[src/rtl/spi_ctl_pkg.sv]
package spi_ctl_pkg;
  localparam int FRAME_BITS = 24;
  localparam int BYTE_W     = 8;
  localparam logic [6:0] CHIP_ID = 7'h04;
  localparam int CNT_W      = 6;
endpackage

[src/rtl/spi_sync.sv]
module spi_sync #(
  parameter int W = 3
) (
  input  logic         clk,
  input  logic [W-1:0] d,
  output logic [W-1:0] q
);
  for (genvar i = 0; i < W; i++) begin : g_bit
    logic s1, s2;
    always_ff @(posedge clk) begin
      s1 <= d[i];
      s2 <= s1;
    end
    assign q[i] = s2;
  end
endmodule

[src/rtl/spi_frame.sv]
module spi_frame
  import spi_ctl_pkg::*;
(
  input  logic              clk,
  input  logic              rst,
  input  logic              standalone,
  input  logic              sclk_s,
  input  logic              sdi_s,
  input  logic              lat_s,
  input  logic [BYTE_W-1:0] rd_data,
  output logic [BYTE_W-1:0] rd_addr,
  output logic              wr_en,
  output logic [BYTE_W-1:0] wr_addr,
  output logic [BYTE_W-1:0] wr_data,
  output logic              sdo,
  output logic              sdo_oe
);
  localparam logic [CNT_W-1:0] CNT_MAX  = '1;
  localparam logic [CNT_W-1:0] CNT_FULL = CNT_W'(FRAME_BITS);
  localparam logic [CNT_W-1:0] CNT_HDR  = CNT_W'(2 * BYTE_W);

  logic                  sclk_q, lat_q;
  logic [FRAME_BITS-1:0] sr;
  logic [CNT_W-1:0]      cnt;
  logic [BYTE_W-1:0]     out_sr;
  logic                  rise, fall, lat_rise, rd_go;

  assign rise     = sclk_s & ~sclk_q;
  assign fall     = ~sclk_s & sclk_q;
  assign lat_rise = lat_s & ~lat_q;
  assign rd_addr  = sr[BYTE_W-1:0];
  assign rd_go    = (sr[2*BYTE_W-1 -: 7] == CHIP_ID) && sr[BYTE_W] && !standalone;
  assign sdo      = out_sr[BYTE_W-1];

  always_ff @(posedge clk) begin
    if (rst) begin
      sclk_q  <= 1'b0;
      lat_q   <= 1'b1;
      sr      <= '0;
      cnt     <= '0;
      wr_en   <= 1'b0;
      wr_addr <= '0;
      wr_data <= '0;
      out_sr  <= '0;
      sdo_oe  <= 1'b0;
    end else begin
      sclk_q <= sclk_s;
      lat_q  <= lat_s;
      wr_en  <= 1'b0;
      if (lat_rise) begin
        wr_en   <= (cnt == CNT_FULL) && (sr[FRAME_BITS-1 -: 7] == CHIP_ID)
                   && !sr[2*BYTE_W] && !standalone;
        wr_addr <= sr[2*BYTE_W-1 -: BYTE_W];
        wr_data <= sr[BYTE_W-1:0];
      end
      if (lat_s) begin
        cnt    <= '0;
        sdo_oe <= 1'b0;
      end else begin
        if (rise) begin
          sr <= {sr[FRAME_BITS-2:0], sdi_s};
          if (cnt != CNT_MAX) cnt <= cnt + 1'b1;
        end
        if (fall) begin
          if (cnt == CNT_HDR) begin
            out_sr <= rd_data;
            sdo_oe <= rd_go;
          end else if (cnt > CNT_HDR && cnt < CNT_FULL) begin
            out_sr <= {out_sr[BYTE_W-2:0], 1'b0};
          end else if (cnt >= CNT_FULL) begin
            sdo_oe <= 1'b0;
          end
        end
      end
    end
  end
endmodule

[src/rtl/spi_regfile.sv]
module spi_regfile
  import spi_ctl_pkg::*;
#(
  parameter int          NREGS    = 8,
  parameter int          MCLK_BIT = 0,
  parameter logic [7:0]  DEF_VAL  = 8'h00
) (
  input  logic                    clk,
  input  logic                    rst,
  input  logic                    standalone,
  input  logic                    wr_en,
  input  logic [BYTE_W-1:0]       wr_addr,
  input  logic [BYTE_W-1:0]       wr_data,
  input  logic [BYTE_W-1:0]       rd_addr,
  output logic [BYTE_W-1:0]       rd_data,
  output logic [NREGS*BYTE_W-1:0] cfg_flat
);
  localparam int IDXW = (NREGS > 1) ? $clog2(NREGS) : 1;
  localparam logic [BYTE_W-1:0] NREGS_A = BYTE_W'(NREGS);

  logic [BYTE_W-1:0] regs [NREGS];

  always_ff @(posedge clk) begin
    if (rst) begin
      for (int i = 0; i < NREGS; i++) regs[i] <= DEF_VAL;
    end else if (standalone) begin
      for (int i = 0; i < NREGS; i++) regs[i] <= DEF_VAL;
      regs[0][MCLK_BIT] <= 1'b1;
    end else if (wr_en && (wr_addr < NREGS_A)) begin
      regs[wr_addr[IDXW-1:0]] <= wr_data;
    end
  end

  assign rd_data = (rd_addr < NREGS_A) ? regs[rd_addr[IDXW-1:0]] : '0;

  for (genvar i = 0; i < NREGS; i++) begin : g_flat
    assign cfg_flat[i*BYTE_W +: BYTE_W] = regs[i];
  end
endmodule

[src/rtl/spi_ctl_port.sv]
module spi_ctl_port
  import spi_ctl_pkg::*;
#(
  parameter int NREGS    = 8,
  parameter int MCLK_BIT = 0
) (
  input  logic                    clk,
  input  logic                    rst,
  input  logic                    sclk,
  input  logic                    sdi,
  input  logic                    latch_n,
  output logic                    sdo,
  output logic                    sdo_oe,
  output logic                    standalone,
  output logic [NREGS*BYTE_W-1:0] cfg_flat
);
  logic [2:0]        pins_s;
  logic              sclk_s, sdi_s, lat_s;
  logic              wr_en;
  logic [BYTE_W-1:0] wr_addr, wr_data, rd_addr, rd_data;

  spi_sync #(.W(3)) u_sync (
    .clk (clk),
    .d   ({sclk, sdi, latch_n}),
    .q   (pins_s)
  );
  assign {sclk_s, sdi_s, lat_s} = pins_s;

  always_ff @(posedge clk) begin
    if (rst) standalone <= ~(sclk_s | sdi_s | lat_s);
  end

  spi_frame u_frame (
    .clk        (clk),
    .rst        (rst),
    .standalone (standalone),
    .sclk_s     (sclk_s),
    .sdi_s      (sdi_s),
    .lat_s      (lat_s),
    .rd_data    (rd_data),
    .rd_addr    (rd_addr),
    .wr_en      (wr_en),
    .wr_addr    (wr_addr),
    .wr_data    (wr_data),
    .sdo        (sdo),
    .sdo_oe     (sdo_oe)
  );

  spi_regfile #(.NREGS(NREGS), .MCLK_BIT(MCLK_BIT)) u_regs (
    .clk        (clk),
    .rst        (rst),
    .standalone (standalone),
    .wr_en      (wr_en),
    .wr_addr    (wr_addr),
    .wr_data    (wr_data),
    .rd_addr    (rd_addr),
    .rd_data    (rd_data),
    .cfg_flat   (cfg_flat)
  );
endmodule

[config.mk]
export PLATFORM = sky130hd
export DESIGN_NAME = spi_ctl_port
export DESIGN_NICKNAME = d
export VERILOG_FILES = /design/src/rtl/spi_ctl_pkg.sv /design/src/rtl/spi_sync.sv /design/src/rtl/spi_frame.sv /design/src/rtl/spi_regfile.sv /design/src/rtl/spi_ctl_port.sv
export SDC_FILE = /design/constraint.sdc
export NUM_CORES = 1
export LEC_CHECK = 0
export ABC_AREA = 1
export BUFFER_PORTS_ARGS = -buffer_cell sky130_fd_sc_hd__buf_2
export CELL_PAD_IN_SITES_DETAIL_PLACEMENT = 0
export CELL_PAD_IN_SITES_GLOBAL_PLACEMENT = 1
export CORE_ASPECT_RATIO = 1.75
export CORE_MARGIN = 5
export CORE_UTILIZATION = 39
export CTS_CLUSTER_DIAMETER = 40
export DETAILED_ROUTE_END_ITERATION = 7
export GPL_TIMING_DRIVEN = 0
export PLACE_DENSITY = 0.74
export SYNTH_ARGS = -nofsm -noshare
export SYNTH_HDL_FRONTEND = slang
export SYNTH_HIERARCHICAL = 1
export SYNTH_SLANG_ARGS = --single-unit
[constraint.sdc]
create_clock -name clk -period 1.7 [get_ports clk]
set_input_delay 0.34 -clock clk [delete_from_list [all_inputs] [get_ports clk]]
set_output_delay 0.34 -clock clk [all_outputs]
set_load 0.01 [all_outputs]
Yosys cells after proc, flatten, opt, wreduce, memory -nomap -nowiden
Memories as Yosys holds them, arrays and structs flattened. A register that Yosys moved wholly into a read port is not among the register bits.
Cells that the tools add are included.
{"block": "word_totals", "mem_bits_rw": 64, "mem_count": 1, "elab_cells": 96, "regBits": 65}
{"memory": "u_regs.regs", "depth": 8, "width": 8, "rd": 9, "rd_ports_with_merged_regs": 1, "write_ports": 8, "line": "spi_regfile.sv:21", "source": "logic [BYTE_W-1:0] regs [NREGS];"}
{"block": "classes", "n_bitwise": 20, "n_reduce_logical": 18, "n_lt_le_gt_ge": 5, "add_sub_neg": 1, "eq_ne": 6, "muxes": 29}
{"cell": "$mux 8", "count": 12}
{"cell": "$lt 8x4->1 const B", "count": 2}
{"cell": "$eq 7x3->1 const B", "count": 2}
{"cell": "$mux 1", "count": 13}
{"cell": "$eq 6x5->1 const B", "count": 2}
{"cell": "$or 1x1->1", "count": 11}
{"cell": "$mux 3", "count": 3}
{"cell": "$reduce_or 8->1", "count": 1}
{"cell": "$logic_and 1x1->1", "count": 7}
{"cell": "$add 6x1->6 const B", "count": 1}
{"cell": "$ge 6x5->1 const B", "count": 1}
{"cell": "$gt 6x5->1 const B", "count": 1}
{"cell": "$lt 6x5->1 const B", "count": 1}
{"cell": "$ne 6x6->1 const B", "count": 1}
{"cell": "$not 1->1", "count": 6}
{"cell": "$reduce_and 3->1", "count": 2}
{"cell": "$reduce_and 2->1", "count": 2}
{"cell": "$reduce_bool 2->1", "count": 2}
{"cell": "$reduce_or 2->1", "count": 2}
{"cell": "$and 1x1->1", "count": 3}
{"cell": "$logic_not 1->1", "count": 2}
{"cell": "$mux 2", "count": 1}
{"cell": "$ne 2x1->1 const B", "count": 1}

Longest topological paths before layout
Gate-level depths: netlist of the first run.
{"block": "depth", "depth_word": 8, "ltp_mapped": 13, "mapped_depth_nobuf": 10}

Cells and area by module
The synthesis of the first run kept the hierarchy.
{"module": "spi_regfile", "area_per_inst_um2": 3264.4, "cells_each": 368, "instances": 1, "seq_area_each_um2": 1911.8}
{"module": "spi_frame", "area_per_inst_um2": 2486.1, "cells_each": 335, "instances": 1, "seq_area_each_um2": 1161.1}
{"module": "spi_sync", "area_per_inst_um2": 142.6, "cells_each": 9, "instances": 1, "seq_area_each_um2": 120.1}
{"module": "spi_ctl_port", "area_per_inst_um2": 47.5, "cells_each": 5, "instances": 1, "seq_area_each_um2": 30.0}

Worst setup path before layout of the first run
Ideal clock, no wire load.
{"block": "synth_timing", "kind": "register to register", "start": "register standalone", "end": "memory u_regs.regs[1][0] (enable)", "required_time_ns": 1.371, "period_less_slack_ns": 1.796, "arrival_time_ns": 1.467, "path_slack_ns": -0.096, "n_path_buf": 0, "stages_incl_launch_ff": 6, "path_cell_list": "edfxtp_1 nor2_4 nand2_4 nor2_8 nand3_4 nand2_1"}
{"item": "from (decl)", "line": "spi_ctl_port.sv:14", "source": "output logic standalone,"}
{"item": "from (signal assigned)", "line": "spi_ctl_port.sv:30", "source": "if (rst) standalone <= ~(sclk_s | sdi_s | lat_s);"}
{"item": "to (decl)", "line": "spi_regfile.sv:21"}

==> results of run 1 <==
-- worst max-delay path: stages (launching register included) --
cell and delay, ns:
sky130_fd_sc_hd__edfxtp_1 0.46, sky130_fd_sc_hd__nor2_4 0.17, sky130_fd_sc_hd__nand2_4 0.07, sky130_fd_sc_hd__nor2_8 0.14, sky130_fd_sc_hd__buf_12 0.15, sky130_fd_sc_hd__nand3_4 0.14, sky130_fd_sc_hd__nand2_4 0.17
-- path summary, 6_finish.rpt --
| path | slack (ns) | startpoint | to |
|---|---|---|---|
| worst max-delay path | 0.09 | standalone | u_regs/regs[1][7] |
| worst min-delay path | 0.03 | latch_n | u_sync/g_bit[0].s1 |
| worst max register to register | 0.09 | standalone | u_regs/regs[1][7] |
| worst min register to register | 0.32 | u_sync/g_bit[2].s1 | u_sync/g_bit[2].s2 |
-- kinds of logic after synthesis --
family / share of synthesized area
compound gates: 0.0663
fa+ha+maj: 0.00421
buf+inv: 0.0922
flops: 0.543
xor+xnor: 0.00147
simple gates: 0.293
-- layout make-up --
cell class	count	area (sq um)	share of cell area
Clock buffer	18	429	0.0590
Sequential cell	129	3230	0.444
Timing Repair Buffer	77	413	0.0568
Tap cell	183	229	0.0315
Clock inverter	14	143	0.0196
Inverter	84	315	0.0434
Buffer	36	259	0.0356
Multi-Input combinational cell	465	2250	0.310
-- routing by layer --
layer | GRT usage | vias up
li1 | - | 2449
met3 | 0.0379 | 33
met4 | 0.0902 | 0
met5 | 0 | -
met1 | 0.176 | 2244
met2 | 0.327 | 125
-- flip-flops by register name, summed over array words and instances, names as in the netlist --
register,cells
u_frame/wr_addr,8
u_frame/wr_en,1
u_frame/wr_data,8
u_frame/sr,24
u_frame/cnt,6
u_regs/regs,64
u_sync/g_bit.s1,3
u_frame/sdo_oe,1
standalone,1
u_frame/lat_q,1
u_frame/sclk_q,1
u_sync/g_bit.s2,3
u_frame/out_sr,8
-- where the power goes --
group | leakage [nW] | switching [mW] | internal (mW)
combinational | 1.62 | 0.358 | 0.168
sequential | 1.22 | 0.0646 | 3.37
clock | 0.267 | 1.33 | 2.15
-- metrics by stage --
step	power [mW]	hold WS, ns	util	TNS, ns	instances
global placement	4.00	0.313	0.439	-21.96	971
CTS	7.50	0.0136	0.482	0	1005
detailed placement	4.01	0.313	0.439	-26.05	971
global route	7.72	0.0124	0.487	0	1006
finish	7.44	0.0306	0.487	0	1006
floorplan	3.82	0.310	-	-3.55	717
-- layout by cell type (no fill, tap or decap), drive strengths merged, types with 2 or more instances in the layout --
master,instances
nand4,4
edfxtp,64
clkbuf,25
nor4,3
clkinv,8
a21oi,35
bufinv,2
dfxtp,65
inv,84
nand3,52
buf,106
or2,7
clkinvlp,4
o21ai,43
ha,2
nor2,188
nand2,129
-- repair_timing --
action / CTS / global route
hold endpoints to repair: 0 / 0
setup endpoints to repair: 135 / 47
pin swaps: 2 / 5
buffers inserted: 5 / 1
resized for setup: 15 / 23
==> metrics.csv, run 1 <==
stage;metric;value;unit
layout;count of fill cells added during filler insertion;1458;
clocking;total number of clock tree sinks;129;
logic_synthesis;FF+latch count, synth;129;
logic_synthesis;number of different library cells in the post-synthesis netlist;31;
logic_synthesis;FFs w/ async S/R, synth;0;
setup_path;endpoint kind of the worst setup timing path;flop;
die;Initial Util;0.398;
detailed_routing;Iteration-0 DRC Markers;251;
clocking;clk buf depth;2;
grt;residual overflow from global routing;0;
detailed_routing;DR DRC count;0;
detailed_routing;length of routed met2 wiring;8110;um
setup_path;nature of the critical path startpoint;flop;
setup_path;number of cells on the worst reg-to-reg path;6;
job;number of max-cap violations;0;
pwr;peak ir drop on the vdd network;0.778;mV
grt;first-pass GRT wire length;24100;um
grt;GR Util All Layers;0.176;
logic_synthesis;leading post-synthesis cells by instance count;sky130_fd_sc_hd__nor2_1 (181), sky130_fd_sc_hd__nand2_1 (126), sky130_fd_sc_hd__inv_1 (76);
pwr;total power density per cell area;1020;mW/mm^2
detailed_routing;Routed WL per cell;15.0;um
die;die extent in x;103;um
grt;antenna violations before repair;0;
clocking;clock latency reported for the late side of the worst-skew pair;0.41;ns
run_status;result of the run;finished clean;
setup_path;arrival time at the worst endpoint;1.72;ns
clocking;total clock buffers created by CTS;17;
die;number of top-level design ports;72;
detailed_routing;remaining antenna violation count;0;
logic_synthesis;Syn. warnings;6;
detailed_routing;detailed-routing wirelength on met1;5500;um
timing;unrepaired setup endpoints after global routing;false;
logic_synthesis;net count of the mapped netlist;724;
die;placement row count;59;
timing;minimum clock period after layout;1.61;ns
placed_design;GP Congestion;0.909;
timing;Setup WS post-layout;0.0928;ns
placed_design;instance area at placement;0.00655;sq mm
logic_synthesis;cell taking the most area after synthesis;sky130_fd_sc_hd__edfxtp_1;
detailed_routing;Max Used Layer;met4;
die;area of the core;0.0149;sq mm
placed_design;IO buf count;71;
grt;via count of the first global-routing pass;4780;
layout;final instance area;0.00727;sq mm
clocking;level count of the clock H-tree;4;
die;die area;0.0179;sq mm
worst_hold_path;Hold Path Cell Cnt;1;
timing;Max Fclk;622;MHz
layout;layout-stage area growth over the synthesis result;22.3;%
die;Chip Height;173;um
setup_path;data required time at the worst endpoint;1.81;ns
timing;Max Transition Viols Final;0;
logic_synthesis;count of flip-flops with a built-in enable after synthesis;64;
logic_synthesis;most common cell in the synthesized netlist;sky130_fd_sc_hd__nor2_1;
detailed_routing;DRT Pass-1 Iters;4;
timing;worst-margin pin slew;0.450;ns
clocking;CTS Hold Bufs;0;
timing;# setup viols final;0;
logic_synthesis;top flip-flop cell by instance count after synthesis;sky130_fd_sc_hd__dfxtp_1;
placed_design;sum of net half-perimeters after detailed placement;11700;um
logic_synthesis;sequential fraction of the synthesis area;0.543;
timing;Max Clock Skew;0.00905;ns
clocking;CTS tree;yes;
placed_design;pre-CTS worst setup slack;-0.403;ns
logic_synthesis;cells taking the most area after synthesis;sky130_fd_sc_hd__edfxtp_1 (32%), sky130_fd_sc_hd__dfxtp_1 (22%), sky130_fd_sc_hd__nor2_1 (11%), sky130_fd_sc_hd__nand2_1 (8.0%), sky130_fd_sc_hd__inv_1 (4.8%);
layout;number of antenna repair diodes;0;
grt;maximum number of pins on one net before global-route repair;17;
detailed_routing;DR WL met3;656;um
layout;fraction of layout instances using a drive strength above 1;0.222;
timing;number of hold violations in the final report;0;
detailed_routing;Via density;4.82;
logic_synthesis;Syn Area/Cell;8.29;sq um
setup_path;highest net fanout along the worst path;9;
clocking;root cell of the clock tree;sky130_fd_sc_hd__clkbuf_16;
layout;Total Nets Final;817;
detailed_routing;number of vias in the routed layout;4851;
detailed_routing;sum of routed wire length over all layers;15100;um
logic_synthesis;Synth top area share;0.324;
logic_synthesis;total standard cell area after synthesis;0.00594;sq mm
pwr;P_leak;3.11;nW
timing;Slew HR;0.700;
timing;share of the clock period used by the worst path;0.945;
clocking;clock transition time at the flip-flop clock pins of the worst setup and hold paths;0.06;ns
logic_synthesis;Synth Instances;717;
worst_hold_path;class of the worst hold path;input pin to flop;
setup_path;path type of the worst setup path;flop to flop;
No activity file was read; power rests on OpenSTA's default activity.
==> run 2: changes to the inputs <==
ABC_AREA = unset   (was 1)
CORE_UTILIZATION = 40   (was 39)
==> run 2 against run 1 <==
  * The flow now finishes with violations (setup timing)
  * Final cell count is 16% lower
  * Register-to-register slack got worse by 0.16 ns
  * Routed wire length up 0.96%
  * Clock skew up 0.0031 ns
  * Total power up 4.1%
  * Clock power rose by 11%
  * Via count decreased by 9.9%
  * Die area shrank 8.7%
  * Critical path depth shrank 1
  * Synthesized area fell by 7.1%
  * Clock-buffer cell count stayed put
  * Flip-flop and latch count unchanged
==> metrics.csv, run 2 <==
stage;metric;value;unit
run_status;result of the run;finished with violations;
run_status;violated checks;setup timing;
detailed_routing;number of vias in the routed layout;4373;
pwr;total power density per cell area;1040;mW/mm^2
layout;largest register by flop count;u_regs/regs;
setup_path;arrival time at the worst endpoint;1.89;ns
placed_design;sum of net half-perimeters after detailed placement;11000;um
die;die area;0.0163;sq mm
job;number of max-cap violations;0;
logic_synthesis;cells taking the most area after synthesis;sky130_fd_sc_hd__edfxtp_1 (35%), sky130_fd_sc_hd__dfxtp_1 (24%), sky130_fd_sc_hd__nand2_1 (6.9%), sky130_fd_sc_hd__nor2_1 (5.4%), sky130_fd_sc_hd__mux2i_1 (4.5%);
logic_synthesis;FF+latch count, synth;129;
logic_synthesis;net count of the mapped netlist;539;
logic_synthesis;top flip-flop cell by instance count after synthesis;sky130_fd_sc_hd__dfxtp_1;
layout;count of fill cells added during filler insertion;1198;
clocking;total clock buffers created by CTS;17;
die;placement row count;56;
setup_path;highest net fanout along the worst path;5;
setup_path;endpoint kind of the worst setup timing path;flop;
grt;maximum number of pins on one net before global-route repair;17;
clocking;level count of the clock H-tree;4;
clocking;CTS tree;yes;
logic_synthesis;total standard cell area after synthesis;0.00552;sq mm
logic_synthesis;Synth top area share;0.348;
timing;number of hold violations in the final report;0;
pwr;switching fraction of total power;0.219;
layout;combined area of the multi-input logic cells;0.00231;sq mm
grt;GR Util All Layers;0.189;
timing;Max Clock Skew;0.0121;ns
pwr;P_leak;2.78;nW
timing;Max Fclk;565;MHz
detailed_routing;Iteration-0 DRC Markers;207;
setup_path;maximum cell stage delay along the critical path;0.44;ns
layout;share of the core filled with cells in the final layout;0.555;
layout;most common cell after layout, fill and taps aside;sky130_fd_sc_hd__nand2_1;
pwr;peak ir drop on the vdd network;0.733;mV
logic_synthesis;sequential fraction of the synthesis area;0.584;
layout;number of antenna repair diodes;0;
worst_hold_path;class of the worst hold path;input pin to flop;
logic_synthesis;count of flip-flops with a built-in enable after synthesis;64;
pwr;proportion of power drawn by combinational gates;0.066;
die;die extent in x;98.8;um
clocking;root cell of the clock tree;sky130_fd_sc_hd__clkbuf_16;
detailed_routing;DRT Pass-1 Iters;4;
layout;layout-stage area growth over the synthesis result;35.4;%
logic_synthesis;Syn Area/Cell;10.4;sq um
grt;antenna violations before repair;0;
logic_synthesis;leading post-synthesis cells by instance count;sky130_fd_sc_hd__nand2_1 (102), sky130_fd_sc_hd__nor2_1 (79), sky130_fd_sc_hd__dfxtp_1 (65);
clocking;clock transition time at the flip-flop clock pins of the worst setup and hold paths;0.06;ns
timing;Setup WS post-layout;-0.0714;ns
setup_path;nature of the critical path startpoint;flop;
timing;Max Transition Viols Final;0;
detailed_routing;Via density;5.18;
logic_synthesis;cell taking the most area after synthesis;sky130_fd_sc_hd__edfxtp_1;
pwr;total internal power;6.05;mW
layout;Total Nets Final;665;
logic_synthesis;Syn. warnings;6;
setup_path;data required time at the worst endpoint;1.82;ns
layout;Top Registers;u_regs/regs (64), u_frame/sr (24);
clocking;clock latency reported for the late side of the worst-skew pair;0.41;ns
die;Chip Height;165;um
setup_path;Slowest cell on crit path;sky130_fd_sc_hd__edfxtp_1;
grt;first-pass GRT wire length;23500;um
layout;fraction of layout instances using a drive strength above 1;0.356;
layout;max reg flops;64;
detailed_routing;sum of routed wire length over all layers;15300;um
timing;# setup viols final;49;
setup_path;path type of the worst setup path;flop to flop;
grt;residual overflow from global routing;0;
timing;minimum clock period after layout;1.77;ns
detailed_routing;Routed WL per cell;18.1;um
timing;share of the clock period used by the worst path;1.04;
timing;unrepaired setup endpoints after global routing;true;
clocking;total number of clock tree sinks;129;
detailed_routing;remaining antenna violation count;0;
logic_synthesis;Synth Instances;532;
grt;via count of the first global-routing pass;4512;
placed_design;GP Congestion;0.826;
layout;top library cells by usage in the layout, fill and taps aside;sky130_fd_sc_hd__nand2_1 (99), sky130_fd_sc_hd__buf_2 (78), sky130_fd_sc_hd__nor2_1 (75);
placed_design;IO buf count;71;
pwr;sequential group share of total power;0.437;
pwr;total net switching power;1.70;mW
pwr;portion of total power attributed to the clock network;0.497;
die;Initial Util;0.410;
timing;Slew HR;0.545;
timing;worst-margin pin slew;0.683;ns
timing;aggregate negative setup slack;-2.07;ns
setup_path;cells along the critical path;nor4b_4, buf_4, nand4b_4, o21ai_4, buf_6;
die;number of top-level design ports;72;
layout;footprint of the flip-flops and latches;0.00323;sq mm
logic_synthesis;FFs w/ async S/R, synth;0;
clocking;CTS Hold Bufs;0;
pwr;power consumption;7.75;mW
logic_synthesis;number of different library cells in the post-synthesis netlist;44;
die;area of the core;0.0135;sq mm
detailed_routing;DR DRC count;0;
clocking;clk buf depth;2;
logic_synthesis;most common cell in the synthesized netlist;sky130_fd_sc_hd__nand2_1;
run 2: changes by cell type in the layout (fill, tap and decap cells not counted), sizes merged, moves of 13 or more:
cell	previous run	this run
nand3	52	4
mux2	0	16
mux2i	0	25
nand2	129	102
inv	84	11
nor3	0	13
nor2	188	80
buf	106	135
o21ai	43	12
run 2: cells by family after synthesis:
| logic type | after synthesis | share of synthesized area |
|---|---|---|
| flip-flops | 129 | 0.584 |
| multiplexers | 41 | 0.0780 |
| AO/OA/AOI/OAI | 82 | 0.0889 |
| XOR/XNOR | 1 | 0.00159 |
| adder cells (fa/ha/maj) | 2 | 0.00454 |
| buffers and inverters | 48 | 0.0474 |
| AND/OR/NAND/NOR | 229 | 0.195 |
run 2: power groups by stage:
stage,Combinational (mW),Clock (mW),Sequential (mW)
final,0.515,3.85,3.38
after global routing,0.546,4.07,3.39
after CTS,0.482,3.91,3.39
after detailed placement,0.408,0,3.45
after global placement,0.405,0,3.45
after floorplan,0.213,0,3.48
run 2: final cells by class:
type | instances | area share
inverters | 6 | 0.00302
clock buffers | 18 | 0.0575
multi-input cells | 355 | 0.310
well taps | 174 | 0.0291
clock inverters | 14 | 0.0271
flip-flops and latches | 129 | 0.432
repair buffers | 113 | 0.108
plain buffers | 36 | 0.0328
run 2: routing by layer:
metal  global-route usage  part of all wire  vias up
li1                     -                 -     2106
met1                0.183              0.34     2128
met2                0.361              0.57      103
met3               0.0378             0.038       36
met4                0.114             0.045        0
met5                    0                 0        -
run 2: timing repair:
action,CTS,global route
resized for setup,44,26
pin swaps,15,16
gates cloned,0,1
setup endpoints to repair,123,111
buffers inserted,30,11
run 2: worst paths after layout:
check,slack [ns],end,startpoint,depth (start not counted)
min,0.03,u_sync/g_bit[2].s1,sclk,1
max,-0.07,u_regs/regs[4][6],standalone,5
min reg2reg,0.33,u_sync/g_bit[2].s2,u_sync/g_bit[2].s1,0
max reg2reg,-0.07,u_regs/regs[4][6],standalone,5
run 2: stage by stage:
step / hold WS (ns) / area (sq um) / setup WS, ns / instances
finish: 0.0312 / 7470 / -0.0714 / 845
global route: 0.0107 / 7470 / -0.137 / 845
CTS: 0.0148 / 7250 / -0.138 / 835
detailed placement: 0.316 / 6170 / -0.584 / 777
global placement: 0.310 / 6170 / -0.504 / 777
floorplan: 0.310 / 5600 / -0.194 / 532
run 2: critical path, delay by kind of cell (launching register included):
family | cells | cell delay, ns
flip-flops | 1 | 0.44
buffers and inverters | 2 | 0.35
AND/OR/NAND/NOR | 2 | 0.49
AO/OA/AOI/OAI | 1 | 0.20
